**src/rtl/tbp_pkg.sv**
```systemverilog
package tbp_pkg;
  typedef enum logic [2:0] {
    S_IDLE,
    S_FIRST,
    S_SECOND,
    S_CFM_A,
    S_CFM_B,
    S_RSTWR
  } poll_state_t;

  typedef enum logic [1:0] {
    V_NONE,
    V_OK,
    V_FAIL,
    V_TMO
  } verdict_t;
endpackage

```
**src/rtl/tbp_sample_cmp.sv**
```systemverilog
module tbp_sample_cmp #(
  parameter int DW = 8,
  parameter int HI_BIT = 6,
  parameter int LO_BIT = 2,
  parameter int FLAG_BIT = 5
) (
  input  logic          clk,
  input  logic          rst,
  input  logic          load,
  input  logic          sel_lo,
  input  logic [DW-1:0] data,
  output logic          toggled,
  output logic          flag
);
  // Held copy of both candidate toggle bits from the first read of a pair.
  logic hold_hi;
  logic hold_lo;

  always_ff @(posedge clk) begin
    if (rst) begin
      hold_hi <= 1'b0;
      hold_lo <= 1'b0;
    end else if (load) begin
      hold_hi <= data[HI_BIT];
      hold_lo <= data[LO_BIT];
    end
  end

  always_comb begin
    if (sel_lo) toggled = hold_lo ^ data[LO_BIT];
    else        toggled = hold_hi ^ data[HI_BIT];
  end

  assign flag = data[FLAG_BIT];
endmodule

```
**src/rtl/tbp_pair_count.sv**
```systemverilog
module tbp_pair_count #(
  parameter int CW = 16
) (
  input  logic          clk,
  input  logic          rst,
  input  logic          clr,
  input  logic          inc,
  input  logic [CW-1:0] limit,
  output logic          hit
);
  localparam logic [CW-1:0] CNT_MAX = '1;

  logic [CW-1:0] cnt;

  always_ff @(posedge clk) begin
    if (rst || clr) begin
      cnt <= '0;
    end else if (inc && cnt != CNT_MAX) begin
      cnt <= cnt + 1'b1;
    end
  end

  // True when the pair now being counted would reach the limit.
  always_comb begin
    if (limit == '0) hit = 1'b0;
    else             hit = ({1'b0, cnt} + 1'b1) >= {1'b0, limit};
  end
endmodule

```
**src/rtl/tbp_result_reg.sv**
```systemverilog
module tbp_result_reg
  import tbp_pkg::*;
(
  input  logic     clk,
  input  logic     rst,
  input  verdict_t fin,
  output logic     done,
  output logic     res_ok,
  output logic     res_fail,
  output logic     res_tmo
);
  always_ff @(posedge clk) begin
    if (rst) begin
      done     <= 1'b0;
      res_ok   <= 1'b0;
      res_fail <= 1'b0;
      res_tmo  <= 1'b0;
    end else begin
      done     <= (fin != V_NONE);
      res_ok   <= (fin == V_OK);
      res_fail <= (fin == V_FAIL);
      res_tmo  <= (fin == V_TMO);
    end
  end
endmodule

```
**src/rtl/flash_toggle_poller.sv**
```systemverilog
module flash_toggle_poller
  import tbp_pkg::*;
#(
  parameter int DW = 8,
  parameter int CW = 16,
  parameter int HI_BIT = 6,
  parameter int LO_BIT = 2,
  parameter int FLAG_BIT = 5,
  parameter logic [7:0] RESET_CMD = 8'hF0
) (
  input  logic          clk,
  input  logic          rst,
  input  logic          start,
  input  logic          abort,
  input  logic          sel_lo,
  input  logic [CW-1:0] poll_limit,
  output logic          rd_req,
  input  logic          rd_ack,
  input  logic [DW-1:0] rd_data,
  output logic          wr_req,
  output logic [DW-1:0] wr_data,
  input  logic          wr_ack,
  output logic          busy,
  output logic          done,
  output logic          res_ok,
  output logic          res_fail,
  output logic          res_tmo
);
  localparam logic [DW-1:0] CMD_WORD = DW'(RESET_CMD);

  poll_state_t st, st_n;
  verdict_t    fin;
  logic        ld_first;
  logic        cnt_clr;
  logic        cnt_inc;
  logic        toggled;
  logic        flag;
  logic        cnt_hit;
  logic        sel_q;
  logic        rd_req_q;
  logic        wr_req_q;
  logic        busy_q;

  tbp_sample_cmp #(
    .DW(DW), .HI_BIT(HI_BIT), .LO_BIT(LO_BIT), .FLAG_BIT(FLAG_BIT)
  ) u_cmp (
    .clk(clk), .rst(rst), .load(ld_first), .sel_lo(sel_q),
    .data(rd_data), .toggled(toggled), .flag(flag)
  );

  tbp_pair_count #(.CW(CW)) u_cnt (
    .clk(clk), .rst(rst), .clr(cnt_clr), .inc(cnt_inc),
    .limit(poll_limit), .hit(cnt_hit)
  );

  tbp_result_reg u_res (
    .clk(clk), .rst(rst), .fin(fin), .done(done),
    .res_ok(res_ok), .res_fail(res_fail), .res_tmo(res_tmo)
  );

  always_comb begin
    st_n     = st;
    fin      = V_NONE;
    ld_first = 1'b0;
    cnt_clr  = 1'b0;
    cnt_inc  = 1'b0;
    unique case (st)
      S_IDLE: begin
        if (start) begin
          st_n    = S_FIRST;
          cnt_clr = 1'b1;
        end
      end
      S_FIRST: begin
        if (rd_ack) begin
          ld_first = 1'b1;
          st_n     = S_SECOND;
        end
      end
      S_SECOND: begin
        if (rd_ack) begin
          if (!toggled) begin
            fin  = V_OK;
            st_n = S_IDLE;
          end else if (flag) begin
            st_n = S_CFM_A;
          end else begin
            cnt_inc = 1'b1;
            if (cnt_hit) begin
              fin  = V_TMO;
              st_n = S_IDLE;
            end else begin
              st_n = S_FIRST;
            end
          end
        end
      end
      S_CFM_A: begin
        if (rd_ack) begin
          ld_first = 1'b1;
          st_n     = S_CFM_B;
        end
      end
      S_CFM_B: begin
        if (rd_ack) begin
          if (!toggled) begin
            fin  = V_OK;
            st_n = S_IDLE;
          end else begin
            st_n = S_RSTWR;
          end
        end
      end
      S_RSTWR: begin
        if (wr_ack) begin
          fin  = V_FAIL;
          st_n = S_IDLE;
        end
      end
      default: st_n = S_IDLE;
    endcase
    if (abort && st != S_IDLE) begin
      st_n     = S_IDLE;
      fin      = V_NONE;
      ld_first = 1'b0;
      cnt_inc  = 1'b0;
    end
  end

  always_ff @(posedge clk) begin
    if (rst) begin
      st       <= S_IDLE;
      sel_q    <= 1'b0;
      rd_req_q <= 1'b0;
      wr_req_q <= 1'b0;
      busy_q   <= 1'b0;
    end else begin
      st       <= st_n;
      if (st == S_IDLE && start) sel_q <= sel_lo;
      rd_req_q <= (st_n == S_FIRST) || (st_n == S_SECOND) ||
                  (st_n == S_CFM_A) || (st_n == S_CFM_B);
      wr_req_q <= (st_n == S_RSTWR);
      busy_q   <= (st_n != S_IDLE);
    end
  end

  assign rd_req  = rd_req_q;
  assign wr_req  = wr_req_q;
  assign busy    = busy_q;
  assign wr_data = wr_req_q ? CMD_WORD : '0;
endmodule

```
**config.mk**
```make
export PLATFORM = sky130hd
export DESIGN_NAME = flash_toggle_poller
export DESIGN_NICKNAME = d
export VERILOG_FILES = /design/src/rtl/tbp_pkg.sv /design/src/rtl/tbp_sample_cmp.sv /design/src/rtl/tbp_pair_count.sv /design/src/rtl/tbp_result_reg.sv /design/src/rtl/flash_toggle_poller.sv
export SDC_FILE = /design/constraint.sdc
export NUM_CORES = 1
export LEC_CHECK = 0
export CAP_MARGIN = 15
export CORE_ASPECT_RATIO = 0.75
export CORE_UTILIZATION = 48
export CTS_CLUSTER_DIAMETER = 30
export DETAILED_ROUTE_END_ITERATION = 7
export DONT_BUFFER_PORTS = 1
export PLACE_DENSITY = 0.6
export REMOVE_ABC_BUFFERS = 1
export SLEW_MARGIN = 20
export SYNTH_ARGS = -nofsm -noshare
export SYNTH_HDL_FRONTEND = slang
export SYNTH_SLANG_ARGS = --single-unit
export TNS_END_PERCENT = 30
```
**constraint.sdc**
```tcl
create_clock -name clk -period 4.05 [get_ports clk]
set_input_delay 0.81 -clock clk [delete_from_list [all_inputs] [get_ports clk]]
set_output_delay 0.81 -clock clk [all_outputs]
set_load 0.005 [all_outputs]
```
Word-level counts from Yosys, hierarchy flattened

Index checks and enable logic that the tools add are counted.

Output and inout port bits: 15
Word-level logic and storage cells: 78
Register bits: 29

Bitwise gates (word level): 2
$add $sub $neg: 2
Equal/unequal tests: 14
Order comparisons: 1
Muxes and demuxes: 34
Reduce and logical (&&, ||, !) cells: 13

Operator list:

| kind                                                             | count |
|---|---|
| 3-bit two-way mux                                                | 8 |
| 3-bit one-hot mux with 6 select lines                            | 1 |
| 16-bit by 1-bit adder with 17-bit output (second input constant) | 1 |
| 17-bit by 16-bit greater-or-equal comparator with 1-bit output   | 1 |
| 16-bit by 1-bit adder with 16-bit output (second input constant) | 1 |
| 16-bit logical NOT                                               | 1 |
| 2-bit two-way mux                                                | 8 |
| 16-bit != test (second input constant)                           | 1 |
| 1-bit two-way mux                                                | 15 |
| 3-bit by 2-bit == test with 1-bit output (second input constant) | 4 |
| 3-bit == test (second input constant)                            | 4 |
| 8-bit two-way mux                                                | 1 |
| 3-bit by 1-bit == test with 1-bit output (second input constant) | 2 |
| 2-bit one-hot mux with 3 select lines                            | 1 |
| 3-bit nonzero test                                               | 2 |
| 2-bit == test (second input constant)                            | 2 |
| 1-bit logical OR                                                 | 4 |
| 1-bit logical AND                                                | 3 |
| 3-bit logical NOT                                                | 1 |
| 2-bit by 1-bit == test with 1-bit output (second input constant) | 1 |
| 2-bit nonzero test                                               | 1 |
| 2-bit OR reduction                                               | 1 |
| 1-bit XOR                                                        | 2 |

Logic depth before layout (Yosys ltp)

Gate-level depths: netlist of run 1.

Depth in word-level cells: 13
Gate-level depth with buffers: 13
Mapped depth without buffers: 13

Cells and area by module

From an unflattened synthesis of run 1, not the netlist that was laid out.

Cell total of the unflattened synthesis: 261
Area, all modules: 2165.8 µm²

By module, submodules not included:

| module              | cells an instance | area each (µm²) | seq. area each (µm²) | times used |
|---|---|---|---|---|
| tbp_pair_count      | 176               | 1395.1          | 320.3                | 1 |
| flash_toggle_poller | 67                | 553.0           | 140.1                | 1 |
| tbp_result_reg      | 8                 | 115.1           | 80.1                 | 1 |
| tbp_sample_cmp      | 10                | 102.6           | 40.0                 | 1 |

Least setup slack after synthesis of run 1

Ideal clock, no wire load.

Path type: reg2reg
From: reg u_cnt.cnt[0]
To: reg u_res.done
Clock period less this slack: 2.867 ns
Stages on the path, launching flop included: 13
Slack: 1.183 ns
Path buffers: 0
Data arrival time: 2.738 ns
Path through: dfxtp_1 -> ha_1 -> nand2_1 -> or2_1 -> nor3_4 -> nand2_1 -> xnor2_1 -> ha_1 -> a21o_1 -> a221o_1 -> a311oi_1 -> a21o_1 -> a21oi_1

Longest elaborated chain between the ends: 10

Ends and longest elaborated chain:

| what                                                           | RTL line                   | RTL |
|---|---|---|
| from (decl)                                                    | tbp_pair_count.sv:13       | `logic [CW-1:0] cnt;` |
| from (signal assigned)                                         | tbp_pair_count.sv:19       | `cnt <= cnt + 1'b1;` |
| 16-bit by 1-bit adder with 17-bit output                       | tbp_pair_count.sv:26       | `else hit = ({1'b0, cnt} + 1'b1) >= {1'b0, limit};` |
| 17-bit by 16-bit greater-or-equal comparator with 1-bit output | tbp_pair_count.sv:26       |  |
| 1-bit two-way mux                                              | tbp_pair_count.sv:25       | `if (limit == '0) hit = 1'b0;` |
| 2-bit two-way mux                                              | flash_toggle_poller.sv:89  | `if (cnt_hit) begin` |
| 2-bit two-way mux                                              | flash_toggle_poller.sv:85  | `end else if (flag) begin` |
| 2-bit two-way mux                                              | flash_toggle_poller.sv:82  | `if (!toggled) begin` |
| 2-bit two-way mux                                              | flash_toggle_poller.sv:81  | `if (rd_ack) begin` |
| 2-bit one-hot mux with 3 select lines                          | flash_toggle_poller.sv:67  | `unique case (st)` |
| 2-bit two-way mux                                              | flash_toggle_poller.sv:122 | `if (abort && st != S_IDLE) begin` |
| 2-bit nonzero test                                             | tbp_result_reg.sv:19       | `done <= (fin != V_NONE);` |
| to (signal assigned)                                           | tbp_result_reg.sv:19       |  |
| to (decl)                                                      | tbp_result_reg.sv:7        | `output logic done,` |

No other way between the ends.
A chain may end at the register's enable or synchronous reset.

Worst setup path in the final report of run 1

From: reg u_cnt.cnt[2]
To: reg busy_q, in the netlist busy

Longest elaborated chain between the ends: 10

Ends and longest elaborated chain:

| what                                                           | RTL line                   | RTL |
|---|---|---|
| 16-bit by 1-bit adder with 17-bit output                       | tbp_pair_count.sv:26       |  |
| 17-bit by 16-bit greater-or-equal comparator with 1-bit output | tbp_pair_count.sv:26       |  |
| 1-bit two-way mux                                              | tbp_pair_count.sv:25       |  |
| 1-bit two-way mux                                              | flash_toggle_poller.sv:89  |  |
| 2-bit two-way mux                                              | flash_toggle_poller.sv:85  |  |
| 2-bit two-way mux                                              | flash_toggle_poller.sv:82  |  |
| 3-bit two-way mux                                              | flash_toggle_poller.sv:81  |  |
| 3-bit one-hot mux with 6 select lines                          | flash_toggle_poller.sv:67  |  |
| 3-bit two-way mux                                              | flash_toggle_poller.sv:122 |  |
| 3-bit nonzero test                                             | flash_toggle_poller.sv:143 | `busy_q <= (st_n != S_IDLE);` |
| to (signal assigned)                                           | flash_toggle_poller.sv:143 |  |
| to (decl)                                                      | flash_toggle_poller.sv:42  | `logic busy_q;` |

No other way between the ends.

==> results of run 1 <==
==> synth_stat cells, types with 3 or more instances <==
cell      count
a21o_1        5
a21oi_1      13
buf_2         5
buf_4         8
clkbuf_1      3
dfxtp_1      29
ha_1         17
inv_1        15
mux2i_1       5
nand2_1      17
nand2b_1      6
nand3_1      13
nand4_1       8
nor2_1       30
nor2b_1       7
nor3_1        6
nor4_1        7
o21ai_0       4
xnor2_1      10
xor2_1       21
==> cell type report <==
cell class | instances | area, µm² | share of cell area [%]
clock buffer | 7 | 96.3 | 4.47
clock inverter | 1 | 5.00 | 0.232
inverter | 15 | 56.3 | 2.61
multi-input combinational | 198 | 1350 | 62.5
sequential | 29 | 581 | 27.0
tap | 55 | 68.8 | 3.20
==> registers in the layout, indices dropped and copies added, names as in the netlist <==
signal,flops
sel_q,1
u_cmp.hold_hi,1
u_res.res_fail,1
u_cmp.hold_lo,1
busy,1
u_res.res_tmo,1
u_res.done,1
wr_req,1
st,3
u_res.res_ok,1
rd_req,1
u_cnt.cnt,16
==> per-stage QoR <==
step | total power [mW] | setup slack (ns)
2_1_floorplan | 0.397 | 1.18
3_3_place_gp | 0.418 | 0.726
3_5_place_dp | 0.419 | 0.747
4_1_cts | 0.685 | 0.713
5_1_grt | 0.712 | 0.385
6_report | 0.678 | 0.698
==> final timing paths <==
check | end | slack (ns)
setup / recovery | busy | 0.70
hold / removal | u_cmp.hold_hi | 0.53
setup reg to reg | busy | 0.70
hold reg to reg | u_cmp.hold_hi | 0.53
==> power breakdown <==
group	switching, mW	internal (mW)
sequential	0.0190	0.299
combinational	0.0555	0.0406
clock	0.111	0.153
total	0.185	0.493
==> kinds of logic after synthesis <==
kind of cell	count (synthesis)	synth area share [%]
and+or+nand+nor	110	28.2
buffers and inverters	35	8.49
xor gates and xnor gates	31	13.0
AOI/OAI and AO/OA	30	9.21
DFF	29	27.7
adders and majority gates	17	10.2
muxes	6	3.11
other	1	0.179
==> layer usage <==
metal / track usage [%] / vias to the layer above / share of wire (%)
met5: 0 / - / 0
met4: 5.56 / 0 / 0.82
met3: 4.92 / 4 / 6.7
met2: 29.6 / 49 / 41
met1: 28.8 / 741 / 51
li1: - / 848 / -
==> critical path, delay by kind of cell (launching register included) <==
family	cells	cell delay, ns
AOI/OAI and AO/OA	4	1.10
DFF	1	0.48
xor gates and xnor gates	1	0.19
adders and majority gates	1	0.27
and+or+nand+nor	6	1.25
==> results.json, run 1 <==
{
  "status": "finished, final reports clean",
  "fin_skew_ns": 0.0107,
  "synth_seq_cells": 29,
  "instances_no_fill": 305,
  "setup_viol": 0,
  "worst-setup-path-type": "reg -> reg",
  "drc": 0,
  "start_util_pct": 51.0,
  "hold_viol_final": 0,
  "synth-edff-count": 0,
  "drtAntennaViolNets": 0,
  "die_height_um": 59.2,
  "io_pins": 46,
  "max_cap_violations": 0,
  "worstSetupStartpoint": "u_cnt.cnt[2]",
  "grt_pass1_wl_um": 7070,
  "max_slew.worst_pin.slew_ns": 0.956,
  "io_buffers": 0,
  "core_area_um2": 4100,
  "dpl.cell_count": 297,
  "first_pass_iters": 4,
  "min-delay-start": "u_cmp.hold_hi",
  "maxSlewHeadroom_pct": 36.0,
  "final_cell_mix": "nor2_1, dfxtp_1, xor2_1",
  "crit_fanout": 6,
  "startpoint_type": "flop",
  "synth_top_area_cell": "dfxtp_1",
  "async_reset_ff_share_pct": 0,
  "finalInstanceArea_um2": 2150,
  "die_area_um2": 4630,
  "arrival_ns": 3.56,
  "crit_required_ns": 4.25,
  "cts_setup_buffers": 0,
  "via_per_inst": 5.38,
  "path_clk_slew_ns": 0.06,
  "synth_top_cell_area_share_pct": 27.7,
  "rsz0062_at_grt": "false",
  "clock.fmax_mhz": 298,
  "ir_drop_uv": 156,
  "syn2layout_area_growth_pct": 2.87,
  "path_cells": "nand3_2 > nor4_2 > and3_1 > nand3_1 > xnor2_1 > ha_1 > nand3_1 > nor2_1 > a221o_1 > a311oi_1 > a21oi_1 > a21oi_1",
  "whs_ns": 0.532,
  "yosys_warnings": 0,
  "first_global_vias": 1508,
  "min_period_over_period_pct": 82.8,
  "final_common_cell": "nor2_1",
  "clock_latency_ns": 0.28,
  "slowest_delay_ns": 0.48,
  "layout_min_cycle_time_ns": 3.35,
  "synthFlopType": "dfxtp_1",
  "syn_inst": 259,
  "clockBufferDepth": 2,
  "vias": 1642,
  "routedWlPerCell_um": 14.4,
  "cts_max_level": 2,
  "numCtsBuffers": 5,
  "syn_avg_cell_area_um2": 8.08,
  "nets": 297,
  "power.density_nw_per_um2": 315,
  "maxSlewViolCount": 0,
  "gp_congestion": 0.821,
  "cts_root_buffer": "clkbuf_8",
  "reg2regPathDepth": 12,
  "synthTopCellsByArea": "dfxtp_1, ha_1, xor2_1",
  "dp_hpwl_um": 3420,
  "hp-class": "reg -> reg",
  "grt_antenna_before_repair": 0,
  "diodes": 0,
  "ys_seq_area_share_pct": 27.7,
  "drive_above_1_share_pct": 7.60,
  "grt_max_degree": 17,
  "dpl_cell_area_um2": 2050,
  "endpoint_kind": "flop",
  "reg2reg_from": "u_cnt.cnt[2]",
  "hold_depth": 2,
  "final_util_pct": 52.5,
  "post_cts_resized": 0,
  "netlist_area_um2": 2090,
  "clock-sinks": 29,
  "power_leakage_nw": 0.917,
  "rows": 20,
  "overflow": 0,
  "synth_cell_type_count": 44,
  "wirelength_um": 4390,
  "cp_slowest_cell": "dfxtp_1",
  "cts_hold_repair.buffers": 0,
  "setup_tns_ns": 0,
  "drtIter0Drc": 93,
  "grt_usage_pct": 20.0,
  "nFillCells": 413,
  "cts_tree": "yes",
  "die_w_um": 78.3
}
No activity file was read; power rests on OpenSTA's default activity.
==> run 2: changes to the inputs <==
Clock period 4.05 ns to 3.1 ns, I/O delays scaled along.
==> run 2 against run 1 <==
Compared with the run above:
- count of clock-buffer cells in the layout is the same
- non-clock buffer count grew 16
- sequential power up 31%
- global-route usage increased by 1.7 points
- flip-flop and latch count stayed put
- final area increased by 6.4%
- combinational power up 30%
- die area did not move
- final cell count rose by 5.2%
- clock power rose by 53%
- critical path depth rose by 1
- critical path type unchanged
- largest cell class unchanged
==> results.json, run 2 (synthesized netlist as in run 1, its figures left out) <==
{
  "grt_antenna_before_repair": 0,
  "arrival_ns": 3.14,
  "grt_usage_pct": 21.7,
  "drtIter0Drc": 102,
  "first_pass_iters": 4,
  "max_slew.worst_pin.slew_ns": 0.633,
  "numCtsBuffers": 5,
  "io_pins": 46,
  "io_buffers": 0,
  "endpoint_kind": "flop",
  "instances_no_fill": 321,
  "setup_viol": 0,
  "min-delay-start": "rst",
  "clock-sinks": 29,
  "ir_drop_uv": 324,
  "overflow": 0,
  "maxSlewHeadroom_pct": 57.4,
  "routedWlPerCell_um": 14.1,
  "cts_hold_repair.buffers": 0,
  "via_per_inst": 5.28,
  "hp-class": "in -> reg",
  "fin_skew_ns": 0.00811,
  "crit_required_ns": 3.32,
  "diodes": 0,
  "rows": 20,
  "reg_top3": "u_cnt.cnt (16), st (3)",
  "slowest_delay_ns": 0.41,
  "clock_latency_ns": 0.28,
  "die_w_um": 78.3,
  "crit_family": "simple AND/OR/NAND/NOR gates",
  "first_global_vias": 1615,
  "rsz0062_at_grt": "false",
  "clockBufferDepth": 2,
  "reg2reg_from": "u_cnt.cnt[2]",
  "path_clk_slew_ns": 0.06,
  "nets": 313,
  "worstSetupStartpoint": "u_cnt.cnt[2]",
  "power_leakage_nw": 1.01,
  "core_area_um2": 4100,
  "layout_min_cycle_time_ns": 2.92,
  "grt_pass1_wl_um": 7580,
  "drc": 0,
  "dp_hpwl_um": 3610,
  "final_common_cell": "nor2_1",
  "die_area_um2": 4630,
  "setup_tns_ns": 0,
  "clock.fmax_mhz": 342,
  "cts_max_level": 2,
  "cts_tree": "yes",
  "drtAntennaViolNets": 0,
  "cp_slowest_cell": "dfxtp_1",
  "maxSlewViolCount": 0,
  "crit_fanout": 4,
  "power.density_nw_per_um2": 413,
  "gp_congestion": 0.849,
  "max_cap_violations": 0,
  "drive_above_1_share_pct": 13.5,
  "min_period_over_period_pct": 94.3,
  "startpoint_type": "flop",
  "final_util_pct": 55.9,
  "hold_viol_final": 0,
  "final_cell_mix": "nor2_1, dfxtp_1, xor2_1",
  "critical_path_buf_inv_count": 1,
  "die_height_um": 59.2,
  "dpl.cell_count": 313,
  "worst-setup-path-type": "reg -> reg",
  "start_util_pct": 51.0,
  "vias": 1694,
  "path_cells": "nand3_2 > nor4_2 > and3_1 > nand3_1 > xnor2_1 > ha_1 > nand3_1 > nor2_1 > a221o_1 > a311oi_1 > buf_4 > a21oi_1 > a21oi_1",
  "top_register": "u_cnt.cnt",
  "p_total_uw": 946,
  "cts_root_buffer": "clkbuf_8",
  "syn2layout_area_growth_pct": 9.50,
  "wirelength_um": 4520,
  "status": "finished, final reports clean",
  "largest_reg_flops": 16,
  "cts_setup_buffers": 0,
  "grt_max_degree": 17
}
==> run 2: area by class of cell <==
type | count | area (µm²)
clock buffer | 7 | 86.3
inverter | 15 | 56.3
sequential | 29 | 582
clock inverter | 1 | 30.0
multi-input combinational | 198 | 1350
timing repair buffer | 16 | 120
tap | 55 | 68.8
fill | 404 | 1810
==> run 2: what timing repair did <==
item,4_1_cts,5_1_grt
hold endpoints to repair,0,0
gates resized for setup,0,2
endpoints found under the setup margin,0,5
==> run 2: per-stage QoR <==
stage | worst slack, ns | instance area, µm² | hold WS [ns]
final | 0.176 | 2290 | 0.405
after global placement | 0.160 | 2170 | 0.495
after CTS | 0.121 | 2290 | 0.396
after floorplan | 0.232 | 1980 | 0.482
after detailed placement | 0.158 | 2170 | 0.510
after global routing | 0.000313 | 2290 | 0.396
==> run 2: metal layers <==
metal	routed length [µm]	global-route usage, %	part of all wire (%)	vias to the layer above
met5	0	0	0	-
met4	43	5.82	0.95	0
met3	258	5.69	5.7	7
met2	1840	31.3	41	38
met1	2380	31.7	53	767
li1	-	-	-	882
==> run 2: path summary, 6_finish.rpt <==
path	endpoint	slack (ns)	cells after the start
worst max-delay path	rd_req	0.18	13
worst min register to register	u_cmp.hold_lo	0.52	2
worst max register to register	rd_req	0.18	13
worst min-delay path	sel_q	0.40	1
==> run 2: power breakdown <==
| group | internal [mW] | total, mW | switching (mW) |
|---|---|---|---|
| Clock | 0.262 | 0.405 | 0.144 |
| Combinational | 0.0532 | 0.125 | 0.0719 |
| Sequential | 0.391 | 0.415 | 0.0243 |
| Total | 0.706 | 0.946 | 0.240 |
